--- src/rtl/frt_pkg.sv ---
package frt_pkg;
    typedef enum logic {
        SEL_LOW  = 1'b0,
        SEL_HIGH = 1'b1
    } rd_sel_e;
endpackage

--- src/rtl/frt_counter.sv ---
module frt_counter #(
    parameter int CNT_W = 12
) (
    input  logic             clk,
    input  logic             rst_n,
    input  logic             tick_i,
    output logic [CNT_W-1:0] cnt_o
);
    typedef struct packed {
        logic [CNT_W-1:0] cnt;
    } cnt_state_t;

    cnt_state_t st_d, st_q;

    always_comb begin
        st_d = st_q;
        if (tick_i) begin
            st_d.cnt = st_q.cnt + CNT_W'(1);
        end
    end

    always_ff @(posedge clk) begin
        if (!rst_n) begin
            st_q <= '0;
        end else begin
            st_q <= st_d;
        end
    end

    assign cnt_o = st_q.cnt;


    advance_chk: assert property (@(posedge clk) disable iff (!rst_n)
        tick_i |=> cnt_o == CNT_W'($past(cnt_o) + CNT_W'(1)));


    idle_hold_chk: assert property (@(posedge clk) disable iff (!rst_n)
        !tick_i |=> $stable(cnt_o));
endmodule

--- src/rtl/frt_snapshot.sv ---
module frt_snapshot #(
    parameter int CNT_W  = 12,
    parameter int DATA_W = 8
) (
    input  logic              clk,
    input  logic              rst_n,
    input  logic [CNT_W-1:0]  cnt_i,
    input  logic              rd_en_i,
    input  frt_pkg::rd_sel_e  rd_sel_i,
    output logic [DATA_W-1:0] rd_data_o
);
    import frt_pkg::*;

    localparam int HI_W = CNT_W - DATA_W;

    typedef struct packed {
        logic [HI_W-1:0] hold;
    } snap_state_t;

    snap_state_t st_d, st_q;
    logic        capture;

    assign capture = rd_en_i && (rd_sel_i == SEL_LOW);

    always_comb begin
        st_d = st_q;
        if (capture) begin
            st_d.hold = cnt_i[CNT_W-1:DATA_W];
        end
    end

    always_ff @(posedge clk) begin
        if (!rst_n) begin
            st_q <= '0;
        end else begin
            st_q <= st_d;
        end
    end

    always_comb begin
        if (rd_sel_i == SEL_LOW) begin
            rd_data_o = cnt_i[DATA_W-1:0];
        end else begin
            rd_data_o = {{(DATA_W-HI_W){1'b0}}, st_q.hold};
        end
    end


    hold_stable_chk: assert property (@(posedge clk) disable iff (!rst_n)
        !capture |=> $stable(st_q.hold));


    capture_pre_tick_chk: assert property (@(posedge clk) disable iff (!rst_n)
        capture |=> st_q.hold == $past(cnt_i[CNT_W-1:DATA_W]));
endmodule

--- src/rtl/frt_irq_tap.sv ---
module frt_irq_tap #(
    parameter int TAP_BITS = 7
) (
    input  logic                clk,
    input  logic                rst_n,
    input  logic                tick_i,
    input  logic [TAP_BITS-1:0] cnt_low_i,
    output logic                pulse_o
);
    typedef struct packed {
        logic pulse;
    } tap_state_t;

    tap_state_t st_d, st_q;

    always_comb begin
        st_d       = st_q;
        st_d.pulse = tick_i && (&cnt_low_i);
    end

    always_ff @(posedge clk) begin
        if (!rst_n) begin
            st_q <= '0;
        end else begin
            st_q <= st_d;
        end
    end

    assign pulse_o = st_q.pulse;


    pulse_at_zero_chk: assert property (@(posedge clk) disable iff (!rst_n)
        pulse_o |-> (cnt_low_i == '0) && $past(tick_i));


    single_cycle_chk: assert property (@(posedge clk) disable iff (!rst_n)
        pulse_o |=> !pulse_o);
endmodule

--- src/rtl/frt_timer.sv ---
module frt_timer #(
    parameter int CNT_W    = 12,
    parameter int DATA_W   = 8,
    parameter int SHORT_W  = 7,
    parameter int LONG_W   = 10
) (
    input  logic              clk,
    input  logic              rst_n,
    input  logic              tick_i,
    input  logic              rd_en_i,
    input  logic              rd_sel_i,
    output logic [DATA_W-1:0] rd_data_o,
    output logic              irq_128_o,
    output logic              irq_1024_o
);
    import frt_pkg::*;

    localparam int N_TAPS = 2;

    logic [CNT_W-1:0]  cnt;
    logic [N_TAPS-1:0] pulses;
    rd_sel_e           sel;

    assign sel = rd_sel_e'(rd_sel_i);

    frt_counter #(.CNT_W(CNT_W)) i_counter (
        .clk    (clk),
        .rst_n  (rst_n),
        .tick_i (tick_i),
        .cnt_o  (cnt)
    );

    frt_snapshot #(.CNT_W(CNT_W), .DATA_W(DATA_W)) i_snapshot (
        .clk       (clk),
        .rst_n     (rst_n),
        .cnt_i     (cnt),
        .rd_en_i   (rd_en_i),
        .rd_sel_i  (sel),
        .rd_data_o (rd_data_o)
    );

    for (genvar g = 0; g < N_TAPS; g++) begin : g_tap
        localparam int TW = (g == 0) ? SHORT_W : LONG_W;
        frt_irq_tap #(.TAP_BITS(TW)) i_tap (
            .clk       (clk),
            .rst_n     (rst_n),
            .tick_i    (tick_i),
            .cnt_low_i (cnt[TW-1:0]),
            .pulse_o   (pulses[g])
        );
    end

    assign irq_128_o  = pulses[0];
    assign irq_1024_o = pulses[1];


    long_implies_short_chk: assert property (@(posedge clk) disable iff (!rst_n)
        irq_1024_o |-> irq_128_o);
endmodule

--- config.mk ---
export PLATFORM = sky130hd
export DESIGN_NAME = frt_timer
export DESIGN_NICKNAME = d
export VERILOG_FILES = /design/src/rtl/frt_pkg.sv /design/src/rtl/frt_counter.sv /design/src/rtl/frt_snapshot.sv /design/src/rtl/frt_irq_tap.sv /design/src/rtl/frt_timer.sv
export SDC_FILE = /design/constraint.sdc
export NUM_CORES = 1
export LEC_CHECK = 0
export ABC_AREA = 1
export BUFFER_PORTS_ARGS = -buffer_cell sky130_fd_sc_hd__buf_2
export CORE_MARGIN = 10
export CORE_UTILIZATION = 53
export DETAILED_ROUTE_END_ITERATION = 6
export PLACE_DENSITY = 0.73
export SLEW_MARGIN = 20
export SYNTH_ARGS = -nofsm -noshare
export SYNTH_HDL_FRONTEND = slang
export SYNTH_SLANG_ARGS = --single-unit
--- constraint.sdc ---
create_clock -name clk -period 1.5 [get_ports clk]
set_input_delay 0 -clock clk [delete_from_list [all_inputs] [get_ports clk]]
set_output_delay 0 -clock clk [all_outputs]
set_load 0.005 [all_outputs]
After elaboration in Yosys (flattened, before gate mapping)
Index checks and enable logic that the tools add are counted.
W data, S select, Z words.
Word-level totals
  register bits: 18
  input bits: 5
  output and inout bits: 10
  word-level logic and storage cells: 12
Cells by class
  add/subtract/negate cells: 1
  mux-type cells: 1
  bitwise gates (word level): 1
  reductions and logical operators: 5
Operators by type and width (number)
  $add A12 B1 Y12 const B: 1
  $reduce_and A10 Y1: 1
  $mux W8: 1
  $reduce_and A7 Y1: 1
  $logic_and A1 B1 Y1: 3
  $not A1 Y1: 1

Depth between registers and ports, before layout
  depth after elaboration: 2
  depth in mapped cells: 7
  depth with buffers taken out: 7

Cells and area by module
From an unflattened synthesis, not the netlist that was laid out.
Second synthesis, totals
  cell total of the unflattened synthesis: 147
  area total of the unflattened synthesis: 982.2 um2
Modules (own cells, without submodules)
  frt_counter: times used 1, cells each 80, area an instance 611.8 um2, sequential area each 240.2 um2
  frt_snapshot: times used 1, cells each 48, area an instance 260.2 um2, sequential area each 80.1 um2
  frt_irq_tap at g_tap[1].i_tap: times used 1, cells each 10, area an instance 58.8 um2, sequential area each 20.0 um2
  frt_irq_tap at g_tap[0].i_tap: times used 1, cells each 9, area an instance 51.3 um2, sequential area each 20.0 um2

Least setup slack after synthesis
No wires, ideal clock.
  path kind: register -> register
  start point: reg i_counter.st_q, in the netlist i_counter.cnt_o[0]
  end point: reg i_counter.st_q, in the netlist i_counter.cnt_o[4]
  library setup time: 0.117 ns
  arrival: 0.953 ns
  data required time: 1.383 ns
  path slack: 0.430 ns
  cell stages (with the launch flop): 7
  path buffers: 0
  period minus slack after synthesis: 1.070 ns
  cell sequence: dfxtp_1 > ha_1 > nand2_1 > nor2_1 > nand2_1 > o21ai_1 > a21oi_1
Between the ends
  word-level cells in the longest chain between the ends: 1
Ends and longest elaborated chain
  from (decl): line frt_counter.sv:13  | cnt_state_t st_d, st_q;
  from (signal assigned): line frt_counter.sv:26  | st_q <= st_d;
  $add A12 B1 Y12: line frt_counter.sv:18  | st_d.cnt = st_q.cnt + CNT_W'(1);
No other way between the ends.
A chain may end at the register's enable or synchronous reset.

Final worst setup path
  start point: reg i_counter.st_q, in the netlist i_counter.cnt_o[0]
  end point: reg i_counter.st_q, in the netlist i_counter.cnt_o[10]
Same word-level chain as after synthesis.

==> summary.txt <==
Outcome
  – Outcome: finished clean

STA
  – Post-Route Skew: 2.39 ps
  – Worst Hold Slack: 62.2 ps
  – TNS Setup: 0 ps
  – Final WS setup: 288 ps
  – Final Max Slew Viols: 0
  – RSZ-0062 raised after global routing: no
  – Final setup viols: 0
  – Minimum clock period: 1210 ps
  – Rel. slew slack: 0.701
  – Final Hold Vio Count: 0
  – Period utilization: 0.808
  – Actual slew at the worst max-slew pin: 446 ps
  – Fmax achieved: 825 MHz

Worst setup path
  – Critical path type: flop to flop
  – Reg2Reg Depth: 7
  – Data arrival time of the critical path: 1450 ps
  – CP max FO: 4
  – RR Endpoint: i_counter.cnt_o[10]
  – CP cell instances: ha_1, nand3_1, nor2_2, nand3_1, nand2_1, inv_1, nor2_1
  – Critical path startpoint category: flop
  – Critical-path top delay cell: dfxtp_1
  – Crit end category: flop
  – FF-to-FF Start: i_counter.cnt_o[0]
  – Reg2Reg Setup Slack: 290 ps
  – CP dominant cell by count: nand3_1
  – Worst path required time: 1740 ps
  – CP Launch Point: i_counter.cnt_o[0]
  – CP peak stage delay: 400 ps

Layout
  – NumNets Final: 148
  – Fin area: 967 um^2
  – Most frequent cells in the layout: nor2_1, nand2_1, inv_1, dfxtp_1, buf_2
  – Layout cell share with drive strength beyond 1: 0.184
  – Diodes inserted: 0
  – Filler cell count: 162
  – Post-Route Utilization: 0.635
  – P&R area growth vs syn: 11.7%

Power
  – Comb power frac: 0.076
  – Sw Ratio: 0.226
  – Pwr dens: 886 mW/mm^2
  – Part of the power in the clock network: 0.343
  – NetSw: 194 uW
  – Internal power: 663 uW
  – Static Leak: 0.000413 uW
  – Part of the power in registers: 0.581
  – Peak supply drop: 0.559 mV

Route
  – Detailed Route WL: 1830 um
  – Initial DRC count: 13
  – Drt wl/cell: 11.6 um
  – Drc violations: 0
  – Routed Antenna Nets: 0
  – DR vias/cell: 4.98
  – First-pass DRT Iterations: 4
  – Via count: 782

Min path
  – Hold WC Path Type: primary input to flop
  – Hold path start: tick_i
  – WHS Path Cells: 3
  – Hold path endpoint: g_tap[0].i_tap.pulse_o

Clock tree
  – Clock Latency Late Sink: 290 ps
  – # clock sinks: 18
  – Hold_buf cts: 0
  – Clock Path Buffers: 2
  – Resized Gates After CTS: 0
  – CTS tree: built
  – Number of buffers created by CTS: 3
  – Clock-pin slew on the worst setup and hold paths: 100 ps
  – Postcts setup bufs: 0
  – Clock Tree Root: clkbuf_4
  – H-tree levels: 1

Die
  – # rows: 14
  – Core area: 0.00152 mm^2
  – Die width: 60.4 um
  – Die area: 0.00365 mm^2
  – Die Y: 60.4 um
  – Io pins: 15
  – Initial Utilization: 0.568

Placement
  – RD Place Congestion: 0.761
  – DP Wirelength: 1360 um
  – IO Port Bufs: 14
  – Pre-CTS setup slack: 312 ps
  – Placed Area: 931 um^2

Global route
  – GRT Total Usage: 0.111
  – Initial antenna violation count: 0
  – Vias in the first global route: 750
  – GRT overflow: 0
  – First-pass GRT wire length: 3170 um
  – Largest net degree at the start of global routing: 17

Yosys
  – Post-synth top flop: dfxtp_1
  – Sequential area share after synthesis: 0.416
  – Yosys warns: 0
  – FF+latch count, synth: 18
  – Syn Area/Cell: 6.87 um^2
  – Post-Syn Area: 866 um^2
  – Syn_nets: 132
  – EDFF count, synth: 0
  – Mapped Cells: 126
  – Ys async rst share: 0
  – Synth cell types: 20

Run
  – Max-Cap Viols: 0
flip-flops by register name, summed over array words and instances (netlist names):
name and cells:
i_snapshot.st_q 4, g_tap.i_tap.pulse_o 2, i_counter.cnt_o 12
cells by family after synthesis:
group / count (synthesis) / synth area share
flip-flops: 18 / 0.416
buffers and inverters: 22 / 0.111
AND/OR/NAND/NOR: 60 / 0.298
AO/OA/AOI/OAI: 23 / 0.137
adder cells (fa/ha/maj): 1 / 0.0144
XOR/XNOR: 1 / 0.0101
multiplexers: 1 / 0.0130
cell type report:
| class | count | area [um^2] | area share |
|---|---|---|---|
| multi-input combinational | 86 | 409 | 0.423 |
| sequential | 18 | 360 | 0.373 |
| inverter | 19 | 71.3 | 0.0737 |
| timing repair buffer | 14 | 70.1 | 0.0724 |
| clock buffer | 4 | 36.3 | 0.0375 |
| tap | 16 | 20.0 | 0.0207 |
worst max path at each step:
stage                                endpoint  cells after the start
final                     i_counter.cnt_o[10]                      7
after detailed placement  i_counter.cnt_o[10]                      7
after global routing       i_counter.cnt_o[4]                      6
after floorplan            i_counter.cnt_o[4]                      6
after CTS                 i_counter.cnt_o[10]                      7
after global placement     i_counter.cnt_o[4]                      6
routing by layer:
layer  global-route usage  vias up  routed length (um)
li1                     -      428                   -
met1                0.131      342                 852
met2                0.175       10                 850
met3               0.0397        2                 109
met4               0.0564        0                  16
met5                    0        -                   0
stage by stage:
step,total power (uW),instances
floorplan,553,126
finish,857,157
CTS,875,157
global route,907,157
global placement,572,153
detailed placement,574,153
cell usage after synthesis, types with 2 or more instances:
cell / number / area [um^2]
nand4_1: 3 / 18.8
nor2_2: 2 / 12.5
nor2_1: 23 / 86.3
nand2_2: 2 / 12.5
a21oi_1: 10 / 50.1
o21ai_0: 9 / 45.0
nand2_1: 23 / 86.3
dfxtp_1: 18 / 360
inv_1: 18 / 67.6
o21ai_1: 3 / 15.0
nand3_1: 6 / 30.0
power by group through the flow:
stage / logic (uW) / clock network [uW] / registers [uW]
final: 65.3 / 294 / 498
after CTS: 66.2 / 310 / 498
after global routing: 76.3 / 332 / 499
after floorplan: 46.6 / 0 / 507
after global placement: 63.3 / 0 / 508
after detailed placement: 65.6 / 0 / 509
critical path, delay by kind of cell, from the launching register on:
family	cells	cell delay, ps
AND/OR/NAND/NOR	5	530
flip-flops	1	400
adder cells (fa/ha/maj)	1	210
buffers and inverters	1	30
(Power assumes the default switching activity.)
